`config.mk`:
```
export PLATFORM = sky130hd
export DESIGN_NAME = qrow_parser
export DESIGN_NICKNAME = d
export VERILOG_FILES = /design/src/rtl/qrp_pkg.sv /design/src/rtl/qrp_window.sv /design/src/rtl/qrp_mapdec.sv /design/src/rtl/qrow_parser.sv
export SDC_FILE = /design/constraint.sdc
export NUM_CORES = 2
export LEC_CHECK = 0
export CAP_MARGIN = 20
export CELL_PAD_IN_SITES_DETAIL_PLACEMENT = 1
export CELL_PAD_IN_SITES_GLOBAL_PLACEMENT = 1
export CORE_UTILIZATION = 49
export CTS_BUF_LIST = sky130_fd_sc_hd__clkbuf_4
export CTS_CLUSTER_SIZE = 20
export DETAILED_ROUTE_END_ITERATION = 16
export GPL_TIMING_DRIVEN = 0
export HOLD_SLACK_MARGIN = 0.03
export PLACE_DENSITY = 0.93
export SLEW_MARGIN = 10
export SYNTH_ARGS = -nofsm -noshare
export SYNTH_HDL_FRONTEND = slang
export SYNTH_SLANG_ARGS = --single-unit
```
`constraint.sdc`:
```
create_clock -name clk -period 39.4 [get_ports clk]
set_input_delay 9.85 -clock clk [delete_from_list [all_inputs] [get_ports clk]]
set_output_delay 9.85 -clock clk [all_outputs]
set_load 0.01 [all_outputs]
```
`src/rtl/qrp_pkg.sv`:
```
package qrp_pkg;
  localparam int PKT_W    = 64;
  localparam int PAY_W    = PKT_W - 1;
  localparam int WIN_PKTS = 3;
  localparam int WIN_W    = PAY_W * WIN_PKTS;
  localparam int COL_W    = 6;
  localparam int ROW_W    = 8;
  localparam int TOT_W    = 4;
  localparam int PIX_N    = 16;
  localparam int CODE_MAX = 2 * (PIX_N - 1);
  localparam int HDR_W    = COL_W + 2 + ROW_W;
  localparam int TOTS_W   = TOT_W * PIX_N;
  localparam int VIEW_W   = TOTS_W;
  localparam int PTR_W    = $clog2(WIN_W + 1);
  localparam int HIT_W    = $clog2(PIX_N + 1);
  localparam int LEN_W    = $clog2(CODE_MAX + 1);

  typedef enum logic [2:0] {ST_FILL, ST_HDR, ST_MAP, ST_TOT, ST_PACK, ST_OUT} st_t;

  typedef struct packed {
    logic [1:0] kid;   // kid[0] lower child, kid[1] upper child
    logic [1:0] len;
  } node_t;

  typedef struct packed {
    logic [PIX_N-1:0] map;
    logic [LEN_W-1:0] len;
  } map_t;

  typedef struct packed {
    logic [COL_W-1:0] col;
    logic [ROW_W-1:0] row;
    logic             last;
    logic [LEN_W-1:0] len;
  } hdr_t;

  // one tree node: "0" upper only, "10" lower only, "11" both
  function automatic node_t node_code(input logic [1:0] b);
    node_t n;
    if (!b[1]) begin
      n.kid = 2'b10;
      n.len = 2'd1;
    end else begin
      n.kid = {b[0], 1'b1};
      n.len = 2'd2;
    end
    return n;
  endfunction

  // pre-order walk: rows, halves, pairs, pixels
  function automatic map_t decode_map(input logic [CODE_MAX-1:0] code);
    map_t m;
    node_t nt, nr, nh, nq;
    logic [CODE_MAX-1:0] sh;
    int p;
    m  = '0;
    nt = node_code(code[CODE_MAX-1 -: 2]);
    p  = int'(nt.len);
    for (int r = 0; r < 2; r++) if (nt.kid[r]) begin
      sh = code << p;
      nr = node_code(sh[CODE_MAX-1 -: 2]);
      p += int'(nr.len);
      for (int h = 0; h < 2; h++) if (nr.kid[h]) begin
        sh = code << p;
        nh = node_code(sh[CODE_MAX-1 -: 2]);
        p += int'(nh.len);
        for (int q = 0; q < 2; q++) if (nh.kid[q]) begin
          sh = code << p;
          nq = node_code(sh[CODE_MAX-1 -: 2]);
          p += int'(nq.len);
          for (int b = 0; b < 2; b++)
            if (nq.kid[b]) m.map[r*8 + h*4 + q*2 + b] = 1'b1;
        end
      end
    end
    m.len = LEN_W'(p);
    return m;
  endfunction

  function automatic hdr_t parse_hdr(input logic [HDR_W-1:0] v, input logic prev_last,
                                     input logic [COL_W-1:0] prev_col,
                                     input logic [ROW_W-1:0] prev_row);
    hdr_t h;
    logic [HDR_W-1:0] s;
    logic nbr;
    int p;
    p = 0;
    if (prev_last) begin
      h.col = v[HDR_W-1 -: COL_W];
      p = COL_W;
    end else h.col = prev_col;
    s      = v << p;
    h.last = s[HDR_W-1];
    nbr    = s[HDR_W-2];
    p += 2;
    if (nbr) h.row = prev_row + ROW_W'(1);
    else begin
      s = v << p;
      h.row = s[HDR_W-1 -: ROW_W];
      p += ROW_W;
    end
    h.len = LEN_W'(p);
    return h;
  endfunction

  // raw is top-aligned in stream order; value k goes to bits [4k+3:4k]
  function automatic logic [TOTS_W-1:0] pack_tot(input logic [TOTS_W-1:0] raw,
                                                 input logic [HIT_W-1:0] hits);
    logic [TOTS_W-1:0] t;
    t = '0;
    for (int k = 0; k < PIX_N; k++)
      if (k < int'(hits)) t[k*TOT_W +: TOT_W] = raw[TOTS_W-1-k*TOT_W -: TOT_W];
    return t;
  endfunction
endpackage

```
`src/rtl/qrp_window.sv`:
```
module qrp_window
  import qrp_pkg::*;
#(
  parameter int P_PAY  = PAY_W,
  parameter int P_PKTS = WIN_PKTS,
  parameter int P_VIEW = VIEW_W,
  parameter int P_PTR  = PTR_W
) (
  input  logic              clk,
  input  logic              rst_n,
  input  logic              fill_en,
  input  logic              in_valid,
  input  logic [P_PAY:0]    in_data,
  output logic              in_ready,
  input  logic              adv_en,
  input  logic [P_PTR-1:0]  adv_bits,
  output logic              parse_ok,
  output logic [P_VIEW-1:0] view
);
  localparam int W_W   = P_PAY * P_PKTS;
  localparam int CNT_W = $clog2(P_PKTS + 1);

  logic [W_W-1:0]   win;
  logic [W_W-1:0]   shw;
  logic [CNT_W-1:0] cnt;
  logic [P_PTR-1:0] ptr;
  logic             need_pkt, take;
  logic             sob_unused;

  assign sob_unused = in_data[P_PAY];
  assign need_pkt   = (cnt < CNT_W'(P_PKTS)) || (ptr >= P_PTR'(P_PAY));
  assign in_ready   = fill_en && need_pkt;
  assign take       = in_ready && in_valid;
  assign parse_ok   = (cnt == CNT_W'(P_PKTS)) && (ptr < P_PTR'(P_PAY));
  assign shw        = win << ptr;
  assign view       = shw[W_W-1 -: P_VIEW];

  always_ff @(posedge clk) begin
    if (!rst_n) begin
      win <= '0;
      cnt <= '0;
      ptr <= '0;
    end else if (take) begin
      win <= {win[W_W-P_PAY-1:0], in_data[P_PAY-1:0]};
      if (cnt == CNT_W'(P_PKTS)) ptr <= ptr - P_PTR'(P_PAY);
      else                       cnt <= cnt + CNT_W'(1);
    end else if (adv_en) begin
      ptr <= ptr + adv_bits;
    end
  end


  ptr_in_window_chk: assert property (@(posedge clk) disable iff (!rst_n)
    adv_en |-> (ptr < P_PTR'(W_W - P_PAY)));

  parse_full_chk: assert property (@(posedge clk) disable iff (!rst_n)
    adv_en |-> (cnt == CNT_W'(P_PKTS)));
endmodule

```
`src/rtl/qrp_mapdec.sv`:
```
module qrp_mapdec
  import qrp_pkg::*;
(
  input  logic [CODE_MAX-1:0] code,
  output logic [PIX_N-1:0]    map,
  output logic [LEN_W-1:0]    len,
  output logic [HIT_W-1:0]    hits
);
  map_t d;
  always_comb begin
    d    = decode_map(code);
    map  = d.map;
    len  = d.len;
    hits = HIT_W'($countones(d.map));
  end
endmodule

```
`src/rtl/qrow_parser.sv`:
```
module qrow_parser
  import qrp_pkg::*;
(
  input  logic              clk,
  input  logic              rst_n,
  input  logic              in_valid,
  output logic              in_ready,
  input  logic [PKT_W-1:0]  in_data,
  output logic              out_valid,
  input  logic              out_ready,
  output logic [COL_W-1:0]  out_col,
  output logic [ROW_W-1:0]  out_row,
  output logic [PIX_N-1:0]  out_hitmap,
  output logic [HIT_W-1:0]  out_hits,
  output logic [TOTS_W-1:0] out_tot
);
  st_t               state;
  logic              fill_en, adv_en, parse_ok;
  logic [PTR_W-1:0]  adv_bits;
  logic [VIEW_W-1:0] view;
  hdr_t              hdr;
  logic [PIX_N-1:0]  dmap;
  logic [LEN_W-1:0]  dlen;
  logic [HIT_W-1:0]  dhits;
  logic              prev_last;
  logic [COL_W-1:0]  prev_col;
  logic [ROW_W-1:0]  prev_row;
  logic [PIX_N-1:0]  cur_map;
  logic [HIT_W-1:0]  cur_hits;
  logic [TOTS_W-1:0] raw_tot;
  logic [2:0]        gap;

  qrp_window i_win (
    .clk(clk), .rst_n(rst_n), .fill_en(fill_en), .in_valid(in_valid), .in_data(in_data),
    .in_ready(in_ready), .adv_en(adv_en), .adv_bits(adv_bits), .parse_ok(parse_ok), .view(view)
  );

  qrp_mapdec i_dec (
    .code(view[VIEW_W-1 -: CODE_MAX]), .map(dmap), .len(dlen), .hits(dhits)
  );

  always_comb begin
    fill_en  = (state == ST_FILL);
    adv_en   = 1'b0;
    adv_bits = '0;
    hdr      = parse_hdr(view[VIEW_W-1 -: HDR_W], prev_last, prev_col, prev_row);
    case (state)
      ST_HDR: begin adv_en = 1'b1; adv_bits = PTR_W'(hdr.len); end
      ST_MAP: begin adv_en = 1'b1; adv_bits = PTR_W'(dlen); end
      ST_TOT: begin adv_en = 1'b1; adv_bits = PTR_W'(cur_hits) << 2; end
      default: ;
    endcase
  end

  always_ff @(posedge clk) begin
    if (!rst_n) begin
      state      <= ST_FILL;
      prev_last  <= 1'b1;
      prev_col   <= '0;
      prev_row   <= '0;
      cur_map    <= '0;
      cur_hits   <= '0;
      raw_tot    <= '0;
      out_valid  <= 1'b0;
      out_col    <= '0;
      out_row    <= '0;
      out_hitmap <= '0;
      out_hits   <= '0;
      out_tot    <= '0;
    end else begin
      case (state)
        ST_FILL: if (parse_ok) state <= ST_HDR;
        ST_HDR: begin
          prev_col  <= hdr.col;
          prev_row  <= hdr.row;
          prev_last <= hdr.last;
          state     <= ST_MAP;
        end
        ST_MAP: begin
          cur_map  <= dmap;
          cur_hits <= dhits;
          state    <= ST_TOT;
        end
        ST_TOT: begin
          raw_tot <= view;
          state   <= ST_PACK;
        end
        ST_PACK: begin
          out_col    <= prev_col;
          out_row    <= prev_row;
          out_hitmap <= cur_map;
          out_hits   <= cur_hits;
          out_tot    <= pack_tot(raw_tot, cur_hits);
          out_valid  <= 1'b1;
          state      <= ST_OUT;
        end
        ST_OUT: if (out_ready) begin
          out_valid <= 1'b0;
          state     <= ST_FILL;
        end
        default: state <= ST_FILL;
      endcase
    end
  end

  // cycles since the last output handshake, saturating
  always_ff @(posedge clk) begin
    if (!rst_n)                       gap <= 3'd7;
    else if (out_valid && out_ready)  gap <= 3'd1;
    else if (gap != 3'd7)             gap <= gap + 3'd1;
  end


  out_hold_chk: assert property (@(posedge clk) disable iff (!rst_n)
    (out_valid && !out_ready) |=> (out_valid && $stable(out_col) && $stable(out_row)
      && $stable(out_hitmap) && $stable(out_hits) && $stable(out_tot)));

  rec_spacing_chk: assert property (@(posedge clk) disable iff (!rst_n)
    $rose(out_valid) |-> (gap >= 3'd6));

  map_nonempty_chk: assert property (@(posedge clk) disable iff (!rst_n)
    out_valid |-> (out_hitmap != '0));

  tot_upper_zero_chk: assert property (@(posedge clk) disable iff (!rst_n)
    out_valid |-> ((out_tot >> {out_hits, 2'b00}) == '0));

  no_input_while_out_chk: assert property (@(posedge clk) disable iff (!rst_n)
    out_valid |-> !in_ready);
endmodule

```
==> metrics, run 1 <==
hold buffer count at CTS 0; GRT Total Usage 72.23%; post-synthesis mux area share 26.73%; starting density of the core between 40% and 50%; Yosys cell types 130; Clock Path Buffers 3; GR Overflow Total 291; detailed placement HPWL 216800 um; IO Count around 170; synthesized cell area 42240 sq um; cts bufs inserted 101; GP Congestion 1.362; Yosys reg bits about 400; largest net degree at the start of global routing 17; Synth area leaders dfxtp_1 (19%), mux4_2 (16%), nand2_1 (9.3%); Most used DFF post-synth dfxtp_1; DIE HEIGHT 295.6 um; via count of the first global-routing pass between 60000 and 70000; Ys Warns 0; mean post-synth cell area around 8 sq um; Clock Sinks 402; Last stage 5_1_grt; part of the Yosys area used for sequential elements 19.05%; post-synthesis async set-or-reset flop share 0%; simple-gate share of the synthesized area 19.74%; cell count after synthesis 5377; Halt Reason [ERROR GRT-0116] Global routing finished with congestion. Check the congestion regions in the DRC Viewer.; post-synth top area share around a fifth; Root Buffer clkbuf_4; Post-Syn Nets 5512; Synth area leader dfxtp_1; pre-CTS setup slack -5.625 ns; I/O Buffers around 170; chip width 295.6 um; Adder-Cell Fraction of Synth Area 2.340%; combinational family with the most area after synthesis multiplexers; post-synthesis xor/xnor area fraction 0.9361%; status aborted with a tool error; H-Tree Depth 3; first-pass GRT wire length 461900 um; Synth Area in Compound Gates about 25%; Rows 107; number of synthesized flops with an enable pin 0
## synth_stat cells (13+ instances only)
cell type  number
a221oi_1       21
dfxtp_1       402
a21oi_1       517
a22o_1         17
nor4_1         15
a211oi_1      111
a22oi_1        98
a311oi_1       13
and3_1         26
or3_1          14
o211ai_1      107
buf_4          22
buf_6          23
and2_1         40
mux2_2        124
buf_1          54
a31oi_1        51
nand3_1        97
o31ai_1        25
clkbuf_1      316
buf_2          81
o221ai_1       26
nor2_1        513
a221o_1        14
o21ai_0       221
o2111ai_1      19
or2_2          13
xnor2_1        25
nor2b_1        16
fa_1           20
o21ai_1        18
nor3_1         66
inv_1          82
mux4_2        296
nand2_1      1041
nand2b_1       31
a211o_1        19
a21o_1         17
nand4_1        27
mux2i_1       299
ha_1           47
o22ai_1        54
## cells by family after synthesis
group	count (synthesis)
and+or+nand+nor	1962
AOI/OAI and AO/OA	1571
DFF	402
muxes	737
buffers and inverters	597
adders and majority gates	67
xor gates and xnor gates	41
## what timing repair did
item / in CTS
endpoints found under the setup margin: 17
pin swaps: 14
buffers inserted: 20
gates resized for setup: 118
## per-stage QoR
step           cell area, sq um  setup TNS (ns)  cells  hold slack, ns
3_5_place_dp              45440          -65.16   6698          0.4504
2_1_floorplan             42240               0   5377          0.4312
3_3_place_gp              45330          -53.81   6687          0.4410
4_1_cts                   47290               0   6887          0.4597
## per-layer routing
layer	global-route usage (%)	GRT overflow
met5	21.73	0
met4	68.07	161
met3	54.35	10
met2	90.25	116
met1	74.47	4
==> run 2, diff against run 1 <==
Settings changed: CELL_PAD_IN_SITES_DETAIL_PLACEMENT 1 to unset, CELL_PAD_IN_SITES_GLOBAL_PLACEMENT 1 to unset, CORE_UTILIZATION 49 to 35, CTS_BUF_LIST sky130_fd_sc_hd__clkbuf_4 to unset, CTS_CLUSTER_SIZE 20 to unset, HOLD_SLACK_MARGIN 0.03 to unset, PLACE_DENSITY 0.93 to unset, PLACE_DENSITY_LB_ADDON set to 0.15.
==> metrics, run 2 <==
H-Tree Depth 2 (was 3); slowest cell on the critical path dfxtp_1; DR vias 51320; reg2reg start i_win.ptr[4]; fin crit share 98.16%; cell count after synthesis 5377 (unchanged); leading cell type in the layout, fill and taps excluded nand2_1; drt pass-1 iters 8; first-pass GRT wire length 397000 um; simple-gate share of the synthesized area 19.74% (unchanged); hold crit path type reg2reg; Post-Syn Nets 5512 (unchanged); chip width 349.4 um (was 295.6 um); mean post-synth cell area 7.855 sq um (unchanged); sum of routed wire segments on met1 103000 um; cts bufs inserted 44 (was 101); status completed (was aborted with a tool error); Ys Warns 0 (unchanged); most frequent cell after synthesis nand2_1 (unchanged); slew margin rel. 9.451%; GR Overflow Total 0; number of synthesized flops with an enable pin 0 (unchanged); Root Buffer clkbuf_16 (was clkbuf_4); Pins Over Slew Limit 0; largest stage delay on the critical path approximately 0.69 ns; part of the Yosys area used for sequential elements 19.05% (unchanged); Slew @ Worst Pin approximately 1.4 ns; DR WL met2 121100 um; antenna violations before repair 19; synthesized cell area 42240 sq um (unchanged); IO Count 169 (unchanged); share of cells above drive strength 1 17.26%; detailed placement HPWL 230600 um (was 216800 um); most frequent cells in the layout nand2_1 (1037), a21oi_1 (511), nor2_1 (506); Adder-Cell Fraction of Synth Area 2.340% (unchanged); Fmax 25.86 MHz; unrepaired setup endpoints after global routing no; Rows 127 (was 107); NumNets Final slightly below 6000; die area 122100 sq um; Yosys cell types 130 (unchanged); combinational family with the most area after synthesis multiplexers (unchanged); # setup viols final 0; I/O Buffers 166 (unchanged); final hold vios 0; CORE AREA 119800 sq um; Layout area overhead 16.73%; clk_lat worst skew 0.64 ns; max layer used met5; Synth area leaders dfxtp_1 (19%), mux4_2 (16%), nand2_1 (9.3%) (unchanged); crit-path most repeated cell ha_1; largest net degree at the start of global routing 14; post-synthesis async set-or-reset flop share 0% (unchanged); final instance area 49300 sq um; Post-Route WL 291400 um; Synth top cells by count nand2_1 (1041), a21oi_1 (517), nor2_1 (513) (unchanged); Fill cells 12540; 1st-iter DRT viols 7787; crit path kind reg2reg; Clock Sinks 402 (unchanged); worst endpoint data arrival time 39.14 ns; crit start category flop; crit path from i_win.ptr[4]; max FFs per register 189; Clock transition at path regs 0.08 ns; post-layout min period roughly 39 ns; Synth area leader dfxtp_1 (unchanged); placed inst area 46170 sq um (was 45440 sq um); Most used DFF post-synth dfxtp_1 (unchanged); post-synthesis xor/xnor area fraction 0.9361% (unchanged); Clock Path Buffers 3 (unchanged); GRT Total Usage between 40% and 50%; CP max FO 11; via count of the first global-routing pass 47730; MaxCap Viol Count 0; Final Skew ~0.038 ns; CP required approximately 40 ns; routed len/inst 39.75 um; GP Congestion 1.164 (was 1.362); Setup crit end kind flop; Synth Area in Compound Gates 25.01% (unchanged); Top delay family on crit path buffers and inverters; Top reg by flops i_win.win; Yosys reg bits 402 (unchanged); CTS tree yes; starting density of the core 35.25% (was 49.53%); DIE HEIGHT 349.4 um (was 295.6 um); post-synthesis mux area share 26.73% (unchanged); Post-route DRC 0; DR vias/cell 7.001; hold path start out_hitmap[3]; post-synth top area share 19.05% (unchanged); antenna-violating nets left 0; Crit path buffers/inverters 40; metal3 WL 33110 um; biggest regs i_win.win (189), out_tot (64), raw_tot (64)
run 2: area by class of cell:
| type | instances | area (sq um) | area share (%) |
|---|---|---|---|
| Tap cell | 1612 | 2017 | 4.091 |
| Timing Repair Buffer | 250 | 2315 | 4.695 |
| Inverter | 100 | 386.6 | 0.7842 |
| Multi-Input combinational cell | 4378 | 32480 | 65.88 |
| Clock inverter | 9 | 160.2 | 0.3248 |
| Antenna cell | 17 | 42.54 | 0.08629 |
| Buffer | 496 | 2494 | 5.058 |
| Sequential cell | 402 | 8049 | 16.33 |
| Clock buffer | 67 | 1360 | 2.759 |
run 2: final timing paths:
check                   to  slack (ns)  cells after the start
max           i_win.ptr[7]        0.72                    149
min          out_hitmap[3]        0.45                      2
max reg2reg   i_win.ptr[7]        0.72                    149
min reg2reg  out_hitmap[3]        0.45                      2
run 2: stage by stage:
| step | TNS (ns) | setup slack, ns | hold slack (ns) | util, % | instances |
|---|---|---|---|---|---|
| floorplan | 0 | 4.606 | 0.4312 | - | 5377 |
| global placement | -80.86 | -6.695 | 0.4445 | 38.32 | 7155 |
| detailed placement | -71.44 | -6.163 | 0.4479 | 38.53 | 7182 |
| CTS | 0 | 0.06384 | 0.4559 | 40.39 | 7280 |
| global route | 0 | 0.008040 | 0.4699 | 41.12 | 7318 |
| finish | 0 | 0.7243 | 0.4529 | 41.15 | 7331 |
run 2: cells by family (layout without fill, tap and decap cells):
| family | Yosys count | after routing |
|---|---|---|
| other | 0 | 17 |
| AO/OA/AOI/OAI | 1571 | 1571 |
| buffers and inverters | 597 | 922 |
| multiplexers | 737 | 737 |
| XOR/XNOR | 41 | 41 |
| AND/OR/NAND/NOR | 1962 | 1962 |
| flip-flops | 402 | 402 |
| adder cells (fa/ha/maj) | 67 | 67 |
run 2: worst min-delay path: cells and delay by family (launching register included):
family,cells,cell delay (ns)
AO/OA/AOI/OAI,1,0.05
AND/OR/NAND/NOR,1,0.05
flip-flops,1,0.31
run 2: repair_timing:
action / 4_1_cts / 5_1_grt
setup endpoints to repair: 17 / 15
gates resized for setup: 140 / 173
gates cloned: 0 / 0
pin swaps: 15 / 19
buffers inserted: 22 / 30
hold buffers: 0 / 0
run 2: layer usage:
layer  track usage, %  up-vias
met2            68.26     4358
met5           0.1570        -
li1                 -    20690
met4            43.48        8
met3            15.36     1482
met1            53.22    24790
Power of run 2 is not shown: default switching activity piles up to over one toggle a cycle in this logic, so the estimate is an artifact.
